==> config.mk <==
export PLATFORM = sky130hd
export DESIGN_NAME = wf_window_filter
export DESIGN_NICKNAME = d
export VERILOG_FILES = /design/src/rtl/wf_pkg.sv /design/src/rtl/wf_sync.sv /design/src/rtl/wf_persist.sv /design/src/rtl/wf_window_filter.sv
export SDC_FILE = /design/constraint.sdc
export NUM_CORES = 1
export LEC_CHECK = 0
export BUFFER_PORTS_ARGS = -buffer_cell sky130_fd_sc_hd__buf_2
export CAP_MARGIN = 20
export CORE_MARGIN = 1
export CORE_UTILIZATION = 45
export CTS_CLUSTER_SIZE = 8
export DETAILED_ROUTE_END_ITERATION = 8
export PLACE_DENSITY = 0.63
export SYNTH_ARGS = -nofsm -noshare
export SYNTH_HDL_FRONTEND = slang
export SYNTH_SLANG_ARGS = --single-unit
==> constraint.sdc <==
create_clock -name clk -period 2.3 [get_ports clk]
set_input_delay 0.23 -clock clk [delete_from_list [all_inputs] [get_ports clk]]
set_output_delay 0.23 -clock clk [all_outputs]
set_load 0.02 [all_outputs]
==> src/rtl/wf_pkg.sv <==
package wf_pkg;

    typedef enum logic {
        SEL_UPPER  = 1'b0,
        SEL_WINDOW = 1'b1
    } a_sel_e;

    typedef struct packed {
        logic hi;
        logic lo;
    } cmp_pair_t;

    localparam int NUM_PATHS = 2;
    localparam int PATH_A    = 0;
    localparam int PATH_B    = 1;

    function automatic logic in_range(input cmp_pair_t p);
        return p.lo & ~p.hi;
    endfunction

    function automatic logic pick_a(input a_sel_e sel, input cmp_pair_t p);
        return (sel == SEL_WINDOW) ? in_range(p) : p.hi;
    endfunction

endpackage

==> src/rtl/wf_sync.sv <==
module wf_sync #(
    parameter int WIDTH  = 2,
    parameter int STAGES = 2
) (
    input  logic             clk,
    input  logic             rst,
    input  logic [WIDTH-1:0] d,
    output logic [WIDTH-1:0] q
);
    logic [WIDTH-1:0] chain [STAGES];

    always_ff @(posedge clk) begin
        if (rst) begin
            for (int s = 0; s < STAGES; s++) chain[s] <= '0;
        end else begin
            chain[0] <= d;
            for (int s = 1; s < STAGES; s++) chain[s] <= chain[s-1];
        end
    end

    assign q = chain[STAGES-1];
endmodule

==> src/rtl/wf_persist.sv <==
module wf_persist #(
    parameter int LONG_CYC  = 512,
    parameter int SHORT_CYC = 128
) (
    input  logic clk,
    input  logic rst,
    input  logic d,
    input  logic long_sel,
    input  logic restart,
    output logic q
);
    localparam int CW = $clog2(LONG_CYC + 1);
    localparam logic [CW-1:0] LONG_LAST  = CW'(LONG_CYC - 1);
    localparam logic [CW-1:0] SHORT_LAST = CW'(SHORT_CYC - 1);

    logic [CW-1:0] cnt;
    logic [CW-1:0] last;

    assign last = long_sel ? LONG_LAST : SHORT_LAST;

    always_ff @(posedge clk) begin
        if (rst) begin
            q   <= 1'b0;
            cnt <= '0;
        end else if (restart) begin
            cnt <= '0;
        end else if (d == q) begin
            cnt <= '0;
        end else if (cnt >= last) begin
            q   <= d;
            cnt <= '0;
        end else begin
            cnt <= cnt + 1'b1;
        end
    end
endmodule

==> src/rtl/wf_window_filter.sv <==
module wf_window_filter
    import wf_pkg::*;
#(
    parameter int CLK_MHZ  = 8,
    parameter int LONG_US  = 64,
    parameter int SHORT_US = 16,
    parameter int SYNC_STG = 2
) (
    input  logic clk,
    input  logic rst,
    input  logic cmp_hi_i,
    input  logic cmp_lo_i,
    input  logic win_mode_i,
    input  logic filt_en_i,
    output logic stat_a_o,
    output logic stat_b_o
);
    localparam int LONG_CYC  = CLK_MHZ * LONG_US;
    localparam int SHORT_CYC = CLK_MHZ * SHORT_US;

    cmp_pair_t raw_pair, syn_pair;
    a_sel_e    a_sel;
    logic      win_q, fen_q;
    logic [NUM_PATHS-1:0] flt_in;
    logic [NUM_PATHS-1:0] flt_restart;
    logic [NUM_PATHS-1:0] flt_out;

    assign raw_pair = '{hi: cmp_hi_i, lo: cmp_lo_i};

    wf_sync #(.WIDTH(2), .STAGES(SYNC_STG)) u_sync (
        .clk (clk),
        .rst (rst),
        .d   (raw_pair),
        .q   (syn_pair)
    );

    // configuration shadow, captured every cycle so changes are always seen
    always_ff @(posedge clk) begin
        win_q <= win_mode_i;
        fen_q <= filt_en_i;
    end

    assign a_sel = a_sel_e'(win_mode_i);

    assign flt_in[PATH_A]      = pick_a(a_sel, syn_pair);
    assign flt_in[PATH_B]      = syn_pair.lo;
    assign flt_restart[PATH_A] = (win_q != win_mode_i) | (fen_q != filt_en_i);
    assign flt_restart[PATH_B] = (fen_q != filt_en_i);

    for (genvar i = 0; i < NUM_PATHS; i++) begin : g_path
        wf_persist #(.LONG_CYC(LONG_CYC), .SHORT_CYC(SHORT_CYC)) u_flt (
            .clk      (clk),
            .rst      (rst),
            .d        (flt_in[i]),
            .long_sel (filt_en_i),
            .restart  (flt_restart[i]),
            .q        (flt_out[i])
        );
    end

    assign stat_a_o = flt_out[PATH_A];
    assign stat_b_o = flt_out[PATH_B];
endmodule

==> results of run 1 <==
per-stage QoR:
stage | hold slack, ns | util (%)
2_1_floorplan | 0.258 | -
3_3_place_gp | 0.368 | 49.8
3_5_place_dp | 0.382 | 49.8
4_1_cts | 0.0300 | 51.3
5_1_grt | 0.0193 | 51.3
6_report | 0.0332 | 51.3
worst max path at each step:
stage	startpoint	to	slack, ns	depth (start not counted)
after floorplan	filt_en_i	g_path[1].u_flt.cnt[9]	0.48	7
after global placement	filt_en_i	g_path[1].u_flt.cnt[8]	0.35	7
after detailed placement	filt_en_i	g_path[1].u_flt.cnt[9]	0.25	7
after CTS	g_path[1].u_flt.cnt[8]	g_path[1].u_flt.cnt[9]	0.39	5
after global routing	g_path[1].u_flt.cnt[8]	g_path[1].u_flt.cnt[9]	0.31	5
final	g_path[1].u_flt.cnt[8]	g_path[1].u_flt.cnt[9]	0.40	5
sequential cells by signal, summed over array words and instances (netlist names):
signal            count
win_q                 1
u_sync.chain          4
g_path.u_flt.q        2
fen_q                 1
g_path.u_flt.cnt     20
worst max-delay path: cells and delay by family (launching register included):
| family | cells | cell delay (ns) |
|---|---|---|
| AND/OR/NAND/NOR | 2 | 0.73 |
| AO/OA/AOI/OAI | 2 | 0.47 |
| flip-flops | 1 | 0.36 |
| adder cells (fa/ha/maj) | 1 | 0.29 |
routing by layer:
| metal | wire (um) | up-vias | global-route usage, % |
|---|---|---|---|
| met5 | 0 | - | 0 |
| met4 | 29 | 0 | 7.89 |
| met3 | 59 | 4 | 2.59 |
| met2 | 836 | 16 | 25.7 |
| met1 | 949 | 383 | 19.8 |
| li1 | - | 439 | - |
synth_stat cells, drive strengths merged, types with 2 or more instances:
cell,count
and3,3
nand3,7
a21oi,2
nor3,2
and4,2
xnor2,7
a31oi,2
xor2,10
ha,6
nand2,3
nor2,24
o21ai,2
dfxtp,28
inv,5
nand4,4
nor2b,6
layout make-up:
cell class / count / area share [%]
multi-input combinational: 89 / 45.9
sequential: 28 / 44.1
tap: 30 / 2.95
clock buffer: 4 / 2.85
timing repair buffer: 7 / 2.76
inverter: 5 / 1.48
power groups by stage:
| stage | logic [mW] | clock network (mW) | registers (mW) |
|---|---|---|---|
| finish | 0.0267 | 0.237 | 0.494 |
| global route | 0.0307 | 0.263 | 0.495 |
| CTS | 0.0270 | 0.245 | 0.494 |
| detailed placement | 0.0270 | 0 | 0.504 |
| global placement | 0.0249 | 0 | 0.504 |
| floorplan | 0.0167 | 0 | 0.504 |
cell usage in the layout, fill, tap and decap left out:
cell / Yosys / routed
nor3_1: 2 / 2
and3_1: 3 / 3
a211oi_1: 1 / 1
nand4_1: 4 / 4
nand4b_1: 1 / 1
nand2_1: 3 / 3
nand3_1: 7 / 7
clkbuf_4: 0 / 3
or4_4: 1 / 1
clkbuf_8: 0 / 1
buf_2: 0 / 7
dfxtp_1: 28 / 28
inv_1: 5 / 5
o21ai_0: 2 / 2
a21bo_2: 1 / 1
and3b_1: 1 / 1
or3_1: 1 / 1
a311oi_1: 1 / 1
ha_1: 6 / 6
xor2_1: 10 / 10
and4_4: 1 / 1
xnor2_1: 7 / 7
nor2b_1: 6 / 6
a31o_1: 1 / 1
a31oi_1: 2 / 2
nor2_1: 24 / 24
a21oi_1: 2 / 2
and4_1: 1 / 1
a211o_1: 1 / 1
cells by family after synthesis:
| family | count (synthesis) | synth area share, % |
|---|---|---|
| AOI/OAI and AO/OA | 11 | 6.50 |
| xor gates and xnor gates | 17 | 12.7 |
| adders and majority gates | 6 | 6.40 |
| buffers and inverters | 6 | 2.56 |
| DFF | 28 | 47.8 |
| and+or+nand+nor | 55 | 24.1 |
==> metrics, run 1 <==
clk root buf clkbuf_4; Cell Count Post-Placement 159; Switch Pwr 159 uW; Slew headroom 70.4%; Slew @ Worst Pin 0.442 ns; Avg Inst Size Synth 9.54 um2; hold endpoint fen_q; Final WS setup 0.399 ns; Die H 53.1 um; worst hold path class primary input to flip-flop; Avg WL per Cell 11.5 um; vias after detailed routing 842; postcts setup bufs 0; VDD IR-drop max 0.368 mV; area of placed instances 1230 um2; initial antenna violation count 0; Lkg Pwr 0.485 nW; post-route cell area 1270 um2; synth warn 0; final worst path period share 82.7%; cts bufs inserted 3; Reg area 561 um2; Setup crit end kind flip-flop; number of max-cap violations 0; Final Critical Period 1.90 ns; multi-input logic area 583 um2; # rows 18; Cell Pwr Density 596 nW/um2; Switching Share 21.0%; CTS tree built; CP Launch Type flip-flop; ys flop type dfxtp_1; Area growth, synth to finish 8.32%; core area 2480 um2; Post-CTS Resized 0; DIE AREA 2820 um2; CP max stage cell or4_4; Yosys reg bits 28; setup tns final 0 ns; Critical R2R Capture g_path[1].u_flt.cnt[9]; DP HPWL 1.33 mm; CTS hold repair buffers 0; Post-synth EDFFs 0; Hold Path Stages 1; cells after synthesis 123; initial DRC count 16; Reg2Reg Setup Slack 0.40 ns; hold path startpoint filt_en_i; crit path DAT 2.18 ns; Seq pwr share 65.2%; distinct cell type count after synthesis 27; power consumption 758 uW; first-pass GRT wire length 3.21 mm; power share of the combinational group 3.5%; I/O pin cnt 8; # port buffers 7; layout cells sized above 1 10.5%; top-area cell type share of the netlist area 47.8%; Post-synth ARST share 0%; GR Util All Layers 15.7%; Post-route DRC 0; vias in the first global route 771; largest net degree at the start of global routing 16; Final Hold Fails 0; post-synthesis sequential area ratio 47.8%; CP max stage delay 0.59 ns; ANT cells 0; fin cells 163; largest cells by area after synthesis dfxtp_1 (48%), nor2_1 (7.7%), xor2_1 (7.5%), ha_1 (6.4%), xnor2_1 (5.2%); Internal Dissipation 599 uW; final setup fails 0; status finished, final reports clean; Die X-Extent 53.1 um; Max H-tree Level 1; layout filler cell count 248; Clock Power Share 31.3%; vias per cell 5.17; crit path kind flip-flop to flip-flop; Cell Chain, Critical Path ha_1 > a211o_1 > a31o_1 > or4_4 > nor2_1; worst r2r src g_path[1].u_flt.cnt[8]; fmax 0.526 GHz; Nets 146; Post-Syn Nets 135; Worst Path Max Fanout 10; Starting Density 47.4%; pre-CTS setup slack 0.249 ns; cell accounting for the most synthesized area dfxtp_1; worst skew pair latency 0.32 ns; Mapped Area 1170 um2; remaining antenna violation count after routing 0; grt total ovfl 0; Max Slew Vio Count 0; Reg2Reg Depth 5; Reg clk slew, reported paths 0.15 ns; Fin Clk Skew 0.00979 ns; required time worst endpoint 2.57 ns; CTS Sinks 28; Max Root-Sink Buffers 2; Initial DRT Pass Iterations 4; gpl congestion 0.731; RSZ-0062 raised after global routing false; detailed-route wire length 1.88 mm
Power figures use the tool's default switching activity.
==> run 2: changes to the inputs <==
--- a/config.mk
+++ b/config.mk
@@ -11,7 +11,7 @@
 export CORE_UTILIZATION = 45
 export CTS_CLUSTER_SIZE = 8
 export DETAILED_ROUTE_END_ITERATION = 8
-export PLACE_DENSITY = 0.63
+export PLACE_DENSITY = 0.66
 export SYNTH_ARGS = -nofsm -noshare
 export SYNTH_HDL_FRONTEND = slang
 export SYNTH_SLANG_ARGS = --single-unit
==> constraint.sdc (replaced) <==
create_clock -name clk -period 1.55 [get_ports clk]
set_input_delay 0.155 -clock clk [delete_from_list [all_inputs] [get_ports clk]]
set_output_delay 0.155 -clock clk [all_outputs]
set_load 0.02 [all_outputs]
==> metrics, run 2 (same netlist as run 1, synthesis figures left out) <==
GR Util All Layers 18.0%; Reg area 567 um2; detailed-route wire length 2.07 mm; Initial DRT Pass Iterations 4; failing checks setup timing; # rows 18; CP Launch Type flip-flop; layout filler cell count 243; Area growth, synth to finish 25.1%; largest registers g_path.u_flt.cnt x20, u_sync.chain x4, g_path.u_flt.q x2; Reg2Reg Depth 5; post-route cell area 1470 um2; final setup fails 10; Avg WL per Cell 11.5 um; I/O pin cnt 8; Slew headroom 72.9%; Slew @ Worst Pin 0.406 ns; DP HPWL 1.53 mm; multi-input logic area 634 um2; power consumption 1.25 mW; Starting Density 47.4%; Die H 53.1 um; final worst path period share 108%; most frequent cells in the layout dfxtp_1 (25), nor2_1 (20), buf_4 (15); number of max-cap violations 0; Reg clk slew, reported paths 0.15 ns; Cell Count Post-Placement 173; commonest non-fill, non-tap cell in the layout dfxtp_1; required time worst endpoint 1.82 ns; worst skew pair latency 0.32 ns; Worst Path Max Fanout 5; area of placed instances 1350 um2; remaining antenna violation count after routing 0; worst hold path class primary input to flip-flop; CTS Sinks 28; Setup crit end kind flip-flop; RSZ-0062 raised after global routing true; CTS tree built; met2 wire len 1.11 mm; largest net degree at the start of global routing 17; Max Slew Vio Count 0; Max Root-Sink Buffers 2; final hold slack 0.0299 ns; first-pass GRT wire length 3.65 mm; layout cells sized above 1 27.3%; status finished, violations left; vias after detailed routing 934; initial antenna violation count 0; vias per cell 5.19; Final Core Density 59.2%; Final Hold Fails 0; highest routed layer met4; Reg2Reg Setup Slack -0.13 ns; Lkg Pwr 0.574 nW; Post-route DRC 0; grt total ovfl 0; vias in the first global route 926; fmax 0.597 GHz; core area 2480 um2; Fin Clk Skew 0.00345 ns; pre-CTS setup slack -0.285 ns; gpl congestion 0.747; Cell Pwr Density 854 nW/um2; Nets 163; Final Critical Period 1.68 ns; Final WS setup -0.125 ns; most flop-heavy register g_path.u_flt.cnt; crit path DAT 1.95 ns; VDD IR-drop max 1.05 mV; Die X-Extent 53.1 um; max reg flops 20; ANT cells 0; setup tns final -1.15 ns; clk root buf clkbuf_4; # port buffers 7; Hold Path Stages 2; crit path kind flip-flop to flip-flop; Max H-tree Level 1; Met3 Wirelength 59 um; Routed met1 length 873 um; cts bufs inserted 3; initial DRC count 15; fin cells 180; DIE AREA 2820 um2
-- run 2: path summary, 6_finish.rpt --
kind | end | startpoint
worst min register to register | u_sync.chain[0][3] | u_sync.chain[0][1]
worst max-delay path | g_path[1].u_flt.cnt[1] | g_path[1].u_flt.cnt[8]
worst min-delay path | u_sync.chain[0][0] | cmp_lo_i
worst max register to register | g_path[1].u_flt.cnt[1] | g_path[1].u_flt.cnt[8]
-- run 2: power by group --
part	leakage [nW]	internal (mW)	switching, mW
Sequential	0.229	0.727	0.00359
Combinational	0.317	0.0237	0.0281
Clock	0.0279	0.262	0.209
Total	0.574	1.01	0.241
-- run 2: final cells by class --
cell class / instances / share of cell area [%]
tap: 30 / 2.56
inverter: 5 / 1.28
clock buffer: 3 / 1.53
multi-input combinational: 90 / 43.2
timing repair buffer: 23 / 10.7
sequential: 28 / 38.6
clock inverter: 1 / 2.05
-- run 2: what timing repair did --
item / in CTS / in global routing
resized for setup: 3 / 10
cloned: 1 / 0
buffers inserted: 0 / 1
hold buffers: 1 / 0
setup endpoints to repair: 10 / 22
endpoints found under the hold margin: 1 / 0
pin swaps: 10 / 1
-- run 2: worst max-delay path, stage by stage (launching register included) --
cell and delay, ns:
dfxtp_4 0.38, ha_4 0.21, a211o_1 0.24, a31o_1 0.21, or4_4 0.47, nor2_1 0.11
-- run 2: metal layers --
metal / GRT usage [%] / vias up
met5: 0 / -
met4: 3.95 / 0
met3: 6.32 / 2
met2: 36.3 / 8
met1: 16.9 / 445
li1: - / 479
